## src/rtl/cardclk_pkg.sv

```systemverilog
package cardclk_pkg;
  typedef enum logic {
    MODE_IDENT = 1'b0,
    MODE_DATA  = 1'b1
  } clk_mode_e;
endpackage

```

## src/rtl/cardclk_mode_ctl.sv

```systemverilog
module cardclk_mode_ctl
  import cardclk_pkg::*;
(
  input  logic      clk,
  input  logic      rst_n,
  input  logic      enter_data_i,
  input  logic      go_idle_i,
  input  logic      period_end_i,
  output clk_mode_e mode_req_o,
  output clk_mode_e mode_act_o
);
  clk_mode_e req_q, act_q;

  // Requested mode: go-idle has priority over enter-data.
  always_ff @(posedge clk) begin
    if (!rst_n) begin
      req_q <= MODE_IDENT;
    end else if (go_idle_i) begin
      req_q <= MODE_IDENT;
    end else if (enter_data_i) begin
      req_q <= MODE_DATA;
    end
  end

  // Applied mode moves only at a period boundary, i.e. at a falling edge.
  always_ff @(posedge clk) begin
    if (!rst_n) begin
      act_q <= MODE_IDENT;
    end else if (period_end_i) begin
      act_q <= req_q;
    end
  end

  assign mode_req_o = req_q;
  assign mode_act_o = act_q;

  // a go-idle pulse always leaves identification mode requested
  assert_idle_wins_R6: assert property (@(posedge clk) disable iff (!rst_n)
    go_idle_i |=> (req_q == MODE_IDENT));

  // the applied mode only moves after a period boundary
  assert_mode_at_boundary_R7: assert property (@(posedge clk) disable iff (!rst_n)
    !$stable(act_q) |-> $past(period_end_i));
endmodule

```

## src/rtl/cardclk_phase_gen.sv

```systemverilog
module cardclk_phase_gen #(
  parameter int RATIO_W     = 12,
  parameter int RESET_RATIO = 509
) (
  input  logic               clk,
  input  logic               rst_n,
  input  logic [RATIO_W-1:0] ratio_next_i,
  output logic               period_end_o,
  output logic [RATIO_W-1:0] ratio_cur_o,
  output logic               card_clk_o,
  output logic               rise_o,
  output logic               fall_o
);
  // Low phase is the ceiling half, so an odd ratio has the shorter high phase.
  function automatic logic [RATIO_W-1:0] low_len(input logic [RATIO_W-1:0] n);
    return n - (n >> 1);
  endfunction

  logic [RATIO_W-1:0] cnt_q, cnt_d;
  logic [RATIO_W-1:0] ratio_q, ratio_d;
  logic               clk_q, clk_d;
  logic               rise_q, fall_q;

  assign period_end_o = (cnt_q == ratio_q - RATIO_W'(1));

  always_comb begin
    if (period_end_o) begin
      cnt_d   = '0;
      ratio_d = ratio_next_i;
    end else begin
      cnt_d   = cnt_q + RATIO_W'(1);
      ratio_d = ratio_q;
    end
    clk_d = (cnt_d >= low_len(ratio_d));
  end

  always_ff @(posedge clk) begin
    if (!rst_n) begin
      cnt_q   <= '0;
      ratio_q <= RATIO_W'(RESET_RATIO);
      clk_q   <= 1'b0;
      rise_q  <= 1'b0;
      fall_q  <= 1'b0;
    end else begin
      cnt_q   <= cnt_d;
      ratio_q <= ratio_d;
      clk_q   <= clk_d;
      rise_q  <= !clk_q && clk_d;
      fall_q  <= clk_q && !clk_d;
    end
  end

  assign ratio_cur_o = ratio_q;
  assign card_clk_o  = clk_q;
  assign rise_o      = rise_q;
  assign fall_o      = fall_q;

  // the two strobes never coincide
  assert_strobe_excl_R8: assert property (@(posedge clk) disable iff (!rst_n)
    !(rise_q && fall_q));

  // the rise strobe marks the first high cycle
  assert_rise_edge_R8: assert property (@(posedge clk) disable iff (!rst_n)
    rise_q |-> (clk_q && !$past(clk_q)));

  // the fall strobe marks the first low cycle
  assert_fall_edge_R8: assert property (@(posedge clk) disable iff (!rst_n)
    fall_q |-> (!clk_q && $past(clk_q)));

  // the ratio in force changes only across a period boundary
  assert_ratio_hold_R7: assert property (@(posedge clk) disable iff (!rst_n)
    !$stable(ratio_q) |-> $past(period_end_o));

  // a new period always opens with the low phase
  assert_low_first_R3: assert property (@(posedge clk) disable iff (!rst_n)
    period_end_o |=> !clk_q);

  // the ratio never drops below two
  assert_ratio_min_R2: assert property (@(posedge clk) disable iff (!rst_n)
    ratio_q >= RATIO_W'(2));
endmodule

```

## src/rtl/cardclk_gen.sv

```systemverilog
module cardclk_gen
  import cardclk_pkg::*;
#(
  parameter int DIV_W     = 11,
  parameter int NARROW_W  = 3,
  parameter int RESET_DIV = 507
) (
  input  logic             clk,
  input  logic             rst_n,
  input  logic             div_wr_i,
  input  logic [DIV_W-1:0] div_wdata_i,
  input  logic             slow_card_i,
  input  logic             enter_data_i,
  input  logic             go_idle_i,
  output logic             card_clk_o,
  output logic             rise_stb_o,
  output logic             fall_stb_o,
  output logic             data_mode_o
);
  localparam int RATIO_W     = DIV_W + 1;
  localparam int RESET_RATIO = RESET_DIV + 2;

  // Stored value is ratio minus two; narrow mode keeps only the low bits.
  function automatic logic [RATIO_W-1:0] eff_ratio(input logic [DIV_W-1:0] dv,
                                                  input logic narrow);
    logic [RATIO_W-1:0] base;
    base = narrow ? RATIO_W'(dv[NARROW_W-1:0]) : RATIO_W'(dv);
    return base + RATIO_W'(2);
  endfunction

  logic [DIV_W-1:0]   div_q;
  clk_mode_e          mode_req, mode_act;
  logic               period_end;
  logic               use_narrow;
  logic [RATIO_W-1:0] ratio_next;
  logic [RATIO_W-1:0] ratio_cur;

  always_ff @(posedge clk) begin
    if (!rst_n) begin
      div_q <= DIV_W'(RESET_DIV);
    end else if (div_wr_i) begin
      div_q <= div_wdata_i;
    end
  end

  assign use_narrow = (mode_req == MODE_DATA) && !slow_card_i;
  assign ratio_next = eff_ratio(div_q, use_narrow);

  cardclk_mode_ctl u_mode (
    .clk          (clk),
    .rst_n        (rst_n),
    .enter_data_i (enter_data_i),
    .go_idle_i    (go_idle_i),
    .period_end_i (period_end),
    .mode_req_o   (mode_req),
    .mode_act_o   (mode_act)
  );

  cardclk_phase_gen #(
    .RATIO_W     (RATIO_W),
    .RESET_RATIO (RESET_RATIO)
  ) u_phase (
    .clk          (clk),
    .rst_n        (rst_n),
    .ratio_next_i (ratio_next),
    .period_end_o (period_end),
    .ratio_cur_o  (ratio_cur),
    .card_clk_o   (card_clk_o),
    .rise_o       (rise_stb_o),
    .fall_o       (fall_stb_o)
  );

  assign data_mode_o = (mode_act == MODE_DATA);

  // the visible mode flips only together with a falling edge
  assert_mode_with_fall_R7: assert property (@(posedge clk) disable iff (!rst_n)
    !$stable(data_mode_o) |-> fall_stb_o);

  // a period opened in data mode without slow-card stays within the narrow range
  assert_narrow_range_R4: assert property (@(posedge clk) disable iff (!rst_n)
    (period_end && use_narrow) |=> (ratio_cur <= RATIO_W'((1 << NARROW_W) + 1)));
endmodule

```

## config.mk

```make
export PLATFORM = sky130hd
export DESIGN_NAME = cardclk_gen
export DESIGN_NICKNAME = d
export VERILOG_FILES = /design/src/rtl/cardclk_pkg.sv /design/src/rtl/cardclk_mode_ctl.sv /design/src/rtl/cardclk_phase_gen.sv /design/src/rtl/cardclk_gen.sv
export SDC_FILE = /design/constraint.sdc
export NUM_CORES = 1
export LEC_CHECK = 0
export ABC_AREA = 1
export BUFFER_PORTS_ARGS = -buffer_cell sky130_fd_sc_hd__buf_2
export CAP_MARGIN = 20
export CORE_MARGIN = 3
export CORE_UTILIZATION = 45
export DETAILED_ROUTE_END_ITERATION = 6
export HOLD_SLACK_MARGIN = 0.06
export SETUP_SLACK_MARGIN = 0.02
export SLEW_MARGIN = 20
export SYNTH_ARGS = -nofsm -noshare
export SYNTH_HDL_FRONTEND = slang
export SYNTH_SLANG_ARGS = --single-unit
```

## constraint.sdc

```tcl
create_clock -name clk -period 4.6 [get_ports clk]
set_input_delay 0.46 -clock clk [delete_from_list [all_inputs] [get_ports clk]]
set_output_delay 0.46 -clock clk [all_outputs]
set_load 0.005 [all_outputs]
```

Word-level counts from Yosys, hierarchy flattened
Index checks and enable logic that the tools add are counted.
{"block": "word_totals", "reg_bits": 40, "latch_bits": 0, "ramBits": 0, "romBits": 0, "in_bits": 17, "output_inout_bits": 4, "wordCells": 25, "memories": 0}
{"block": "op_classes", "addsub": 4, "n_mul": 0, "n_div": 0, "n_lt_le_gt_ge": 1, "eq_ne": 1, "shifts": 0, "mux": 3, "bitwise_logic": 1, "reduce_logical": 7}
{"cell": "$mux W12", "n": 2}
{"cell": "$add A11 B2 Y12 const B", "n": 1}
{"cell": "$add A12 B1 Y12 const B", "n": 1}
{"cell": "$eq A12 B12 Y1", "n": 1}
{"cell": "$ge A12 B12 Y1", "n": 1}
{"cell": "$sub A12 B1 Y12 const B", "n": 1}
{"cell": "$sub A12 B11 Y12", "n": 1}
{"cell": "$mux W11", "n": 1}
{"cell": "$logic_and A1 B1 Y1", "n": 3}
{"cell": "$logic_not A1 Y1", "n": 3}
{"cell": "$reduce_or A2 Y1", "n": 1}
{"cell": "$not A1 Y1", "n": 1}

Longest topological paths before layout
{"block": "logic_depth", "word_depth": 9, "ltp_mapped": 36, "mapped_depth_nobuf": 33}

Hierarchy
From an unflattened synthesis, not the netlist that was laid out.
{"block": "hier_totals", "hier_cells": 489, "area_unflattened_um2": 3298.2}
{"mod": "cardclk_phase_gen", "n_inst": 1, "cells_per_inst": 377, "area_each_um2": 2561.2}
{"mod": "cardclk_gen", "n_inst": 1, "cells_per_inst": 101, "area_each_um2": 660.6}
{"mod": "cardclk_mode_ctl", "n_inst": 1, "cells_per_inst": 11, "area_each_um2": 76.3}

Worst setup path after synthesis
OpenSTA, ideal clock, no wires.
{"block": "synth_path", "kind": "register to register", "start": "register u_phase.ratio_q[1], in the netlist u_phase.ratio_cur_o[1]", "end": "register u_phase.rise_q, in the netlist u_phase.rise_o", "setup_ps": 115, "t_arrival_ps": 4506, "setup_slack_ps": -22, "stages_incl_launch_ff": 36, "synth_period_minus_slack_ps": 4622, "path_cell_list": "dfxtp_1 -> inv_1 -> ha_1 -> buf_2 -> inv_1 -> nand2_1 -> nand3_1 -> nand2_1 -> nand2_1 -> nor2_2 -> nand2_2 -> nor2_8 -> nand3_4 -> buf_6 -> clkbuf_1 -> o21ai_0 -> inv_1 -> ha_1 -> fa_1 -> o21bai_1 -> nand2_1 -> nand2_1 -> nand3_1 -> o21bai_2 -> xor2_1 -> ha_1 -> nand2_1 -> nor2_1 -> a211oi_1 -> o21ai_0 -> a21oi_1 -> nor2_1 -> o211ai_1 -> nand2_1 -> nand2_1 -> nor2_1"}
{"block": "synth_via", "elab_chain_len": 6, "word_cells_on_any_way": 7}
{"element": "start, declared", "line_no": "cardclk_phase_gen.sv:20", "rtl": "logic [RATIO_W-1:0] ratio_q, ratio_d;"}
{"element": "start signal, assigned", "line_no": "cardclk_phase_gen.sv:40", "rtl": "ratio_q <= RATIO_W'(RESET_RATIO);"}
{"element": "start signal, assigned", "line_no": "cardclk_phase_gen.sv:46", "rtl": "ratio_q <= ratio_d;"}
{"element": "$sub A12 B1 Y12", "line_no": "cardclk_phase_gen.sv:24", "rtl": "assign period_end_o = (cnt_q == ratio_q - RATIO_W'(1));"}
{"element": "$eq A12 B12 Y1", "line_no": "cardclk_phase_gen.sv:24"}
{"element": "$mux W12 *", "line_no": "cardclk_phase_gen.sv:27", "rtl": "if (period_end_o) begin"}
{"element": "via u_phase.ratio_d[1]", "line_no": "cardclk_phase_gen.sv:20"}
{"element": "$sub A12 B11 Y12 *", "line_no": "cardclk_phase_gen.sv:16", "rtl": "return n - (n >> 1);"}
{"element": "$ge A12 B12 Y1 *", "line_no": "cardclk_phase_gen.sv:34", "rtl": "clk_d = (cnt_d >= low_len(ratio_d));"}
{"element": "$logic_and A1 B1 Y1 *", "line_no": "cardclk_phase_gen.sv:48", "rtl": "rise_q <= !clk_q && clk_d;"}
{"element": "end signal, assigned", "line_no": "cardclk_phase_gen.sv:48"}
{"element": "end, declared", "line_no": "cardclk_phase_gen.sv:22", "rtl": "logic rise_q, fall_q;"}
The timed path passes the listed nets; every way through them passes the cells marked *.
A chain may end at the register's enable or synchronous reset.

Worst setup path in the final report
{"block": "layout_path", "start": "register u_phase.ratio_q[0], in the netlist u_phase.ratio_cur_o[0]", "end": "register u_phase.rise_q, in the netlist u_phase.rise_o"}
{"block": "layout_via", "elab_chain_len": 6, "word_cells_on_any_way": 7}
{"element": "$sub A12 B1 Y12", "line_no": "cardclk_phase_gen.sv:24"}
{"element": "$eq A12 B12 Y1", "line_no": "cardclk_phase_gen.sv:24"}
{"element": "$mux W12", "line_no": "cardclk_phase_gen.sv:27"}
{"element": "via u_phase.ratio_d[1]", "line_no": "cardclk_phase_gen.sv:20"}
{"element": "$sub A12 B11 Y12", "line_no": "cardclk_phase_gen.sv:16"}
{"element": "$ge A12 B12 Y1", "line_no": "cardclk_phase_gen.sv:34"}
{"element": "$logic_and A1 B1 Y1", "line_no": "cardclk_phase_gen.sv:48"}
The timed path passes the listed nets, and every way through them passes these cells.

==> summary.md <==
| Metric | Value |
|---|---|
| CP Class | `reg2reg` |
| Drt drc | `0` |
| Maxcap violations | `0` |
| Internal power | `540 uW` |
| Share of layout cells above drive strength 1 | `0.155` |
| Sequential share of power | `0.507` |
| CP max stage delay | `0.35 ns` |
| Critical path peak fanout | `6` |
| Die ar. | `8150 sq um` |
| Skew-Pair Late Insertion Delay | `0.29 ns` |
| Measured slew at the worst slew-check pin | `0.762 ns` |
| Hold Vio Cnt, Final | `0` |
| Clock net sink count | `40` |
| Gate power share | `0.089` |
| Critical Path Most Common Cell | `nand2_1` |
| Setup Slack @ Placement | `0.0574 ns` |
| Core area | `6830 sq um` |
| Period utilisation layout | `0.921` |
| Synth area leaders | `dfxtp_1, nand2_1, inv_1` |
| Yosys cell types | `30` |
| Post-route ant nets | `0` |
| Worst VDD drop | `0.172 mV` |
| Leakage | `2.03 nW` |
| Clk pwr share | `0.404` |
| DRT Wirelength | `7.59 mm` |
| Final nets | `576` |
| Simple-Gate Fraction of Synth Area | `0.408` |
| Final Skew | `0.00446 ns` |
| Synth Net Count | `548` |
| Synth Warn # | `0` |
| # diodes | `0` |
| Routed WL per cell | `12.0 um` |
| Syn-to-layout area delta | `12.7%` |
| DR iter-0 viols | `199` |
| Max-slew violations | `0` |
| Final Critical Period | `4.24 ns` |
| Initial core utilization | `0.468` |
| GRT Overall Usage | `0.188` |
| Mapped Cells | `507` |
| Outcome | `completed` |
| Mux cell area share after synthesis | `0` |
| Most frequent cells in the layout | `nand2_1, inv_1, nor2_1, dfxtp_1, nand3_1` |
| Post-synthesis cell area | `3200 sq um` |
| Total grt overflow | `0` |
| Max_slew headroom | `0.492` |
| Detail-routed via count per cell | `4.74` |
| Worst setup margin | `0.363 ns` |
| Most common cell after layout, fill and taps aside | `nand2_1` |
| Share of the synthesized area in the top cell type | `0.250` |
| Largest net degree at the start of global routing | `23` |
| Root Driver | `clkbuf_8` |
| Clock buffer depth | `2` |
| Hold slack | `0.318 ns` |
| First-pass GRT wire length | `12.8 mm` |
| Sw power | `176 uW` |
| Clk slew on worst S/H paths | `0.08 ns` |
| Area share of fa/ha/maj cells after synthesis | `0.0962` |
| Required time of the critical path | `4.80 ns` |
| Die Height | `90.3 um` |
| Port bufs | `20` |
| Hold Path Class | `in2reg` |
| Final HPWL DP | `6.01 mm` |
| DR pass1 iterations | `4` |
| Final Power | `716 uW` |
| Die width | `90.3 um` |
| CP Launch Type | `register` |
| Combinational family with the most area after synthesis | `simple AND/OR/NAND/NOR gates` |
| Sequential area share after synthesis | `0.250` |
| Num CTS Buffers | `5` |
| Yosys reg bits | `40` |
| Area leader, netlist | `dfxtp_1` |
| Synth Area in XOR/XNOR | `0.0520` |
| # H-tree levels | `2` |
| Final Setup Violations | `0` |
| Syn avg cell area | `6.31 sq um` |
| Vias | `2997` |
| Vias in the first global route | `2908` |
| FMAX | `236 MHz` |
| Global placement routability congestion | `0.871` |
| I/O Pins | `21` |
| Initial antenna violation count | `0` |
| CTS tree | `yes` |
| Slowest-stage cell, CP | `dfxtp_2` |
| Sw frac | `0.246` |
| Row count | `30` |
| Cell Pwr Density | `199 nW/um^2` |
| Worst Setup End Kind | `register` |
| Crit path DAT | `4.43 ns` |
| Synth Area in Compound Gates | `0.0814` |
-- power by group through the flow --
stage | Sequential (mW) | Combinational [mW] | Clock, mW
after floorplan | 0.369 | 0.0447 | 0
after global placement | 0.371 | 0.0621 | 0
after detailed placement | 0.371 | 0.0637 | 0
after CTS | 0.363 | 0.0640 | 0.297
after global routing | 0.364 | 0.0741 | 0.311
final | 0.363 | 0.0639 | 0.289
-- cell type report --
class	instances	area, sq um
fillers	730	3230
multi-input cells	375	2080
flip-flops and latches	40	802
inverters	84	318
repair buffers	29	168
well taps	96	120
clock buffers	5	68.8
clock inverters	3	42.5
-- final timing paths --
check,slack (ns),to,start,cells after the start
max,0.36,u_phase.rise_o,u_phase.ratio_cur_o[0],32
min,0.32,u_mode.mode_req_o,go_idle_i,2
max reg2reg,0.36,u_phase.rise_o,u_phase.ratio_cur_o[0],32
min reg2reg,0.45,u_phase.rise_o,u_phase.card_clk_o,1
-- layer usage --
layer  vias up  GRT usage  routed length [um]
met2        46      0.324                3400
met4         0     0.0459                 103
met3         8     0.0233                 242
li1       1647          -                   -
met1      1296      0.249                3840
met5         -          0                   0
-- Yosys cell counts (all sizes together) --
| cell | instances |
|---|---|
| o211ai | 1 |
| o21bai | 5 |
| clkbuf | 7 |
| nor3 | 8 |
| inv | 84 |
| fa | 1 |
| nand4 | 15 |
| xor2 | 14 |
| o21ai | 22 |
| dfxtp | 40 |
| a211oi | 1 |
| nand3 | 33 |
| buf | 2 |
| nand3b | 2 |
| nand2 | 164 |
| a21oi | 17 |
| ha | 23 |
| nor2 | 59 |
| a22o | 1 |
| xnor2 | 5 |
| or2 | 3 |
-- flip-flops by register name (all words and copies together) (netlist names) --
signal / count
u_phase.cnt_q: 12
u_phase.ratio_cur_o: 12
div_q: 11
u_mode.mode_act_o: 1
u_mode.mode_req_o: 1
u_phase.card_clk_o: 1
u_phase.fall_o: 1
u_phase.rise_o: 1
-- critical path, delay by kind of cell (launching register included) --
kind                     cells  cell delay [ns]
AO/OA/AOI/OAI                7             1.00
flip-flops                   1             0.35
buffers and inverters        3             0.17
XOR/XNOR                     1             0.18
AND/OR/NAND/NOR             17             1.36
adder cells (fa/ha/maj)      4             1.06
-- per-stage QoR --
| stage | setup TNS [ns] | cells | instance area (sq um) | utilization |
|---|---|---|---|---|
| final | 0 | 632 | 3600 | 0.527 |
| after global routing | -0.00152 | 632 | 3600 | 0.527 |
| after CTS | 0 | 630 | 3550 | 0.519 |
| after detailed placement | 0 | 622 | 3440 | 0.503 |
| after global placement | 0 | 622 | 3440 | 0.503 |
| after floorplan | 0 | 507 | 3200 | - |
-- cells by family after synthesis --
logic type,after synthesis
and+or+nand+nor,284
buffers and inverters,93
AOI/OAI and AO/OA,47
DFF,40
adders and majority gates,24
xor gates and xnor gates,19
-- timing repair --
item | in CTS | in global routing
gates resized for setup | 0 | 18
hold buffers | 0 | 0
endpoints found under the hold margin | 0 | 0
endpoints found under the setup margin | 0 | 3
buffers inserted | 0 | 1
Note: power is estimated with default switching activity, not from simulation.
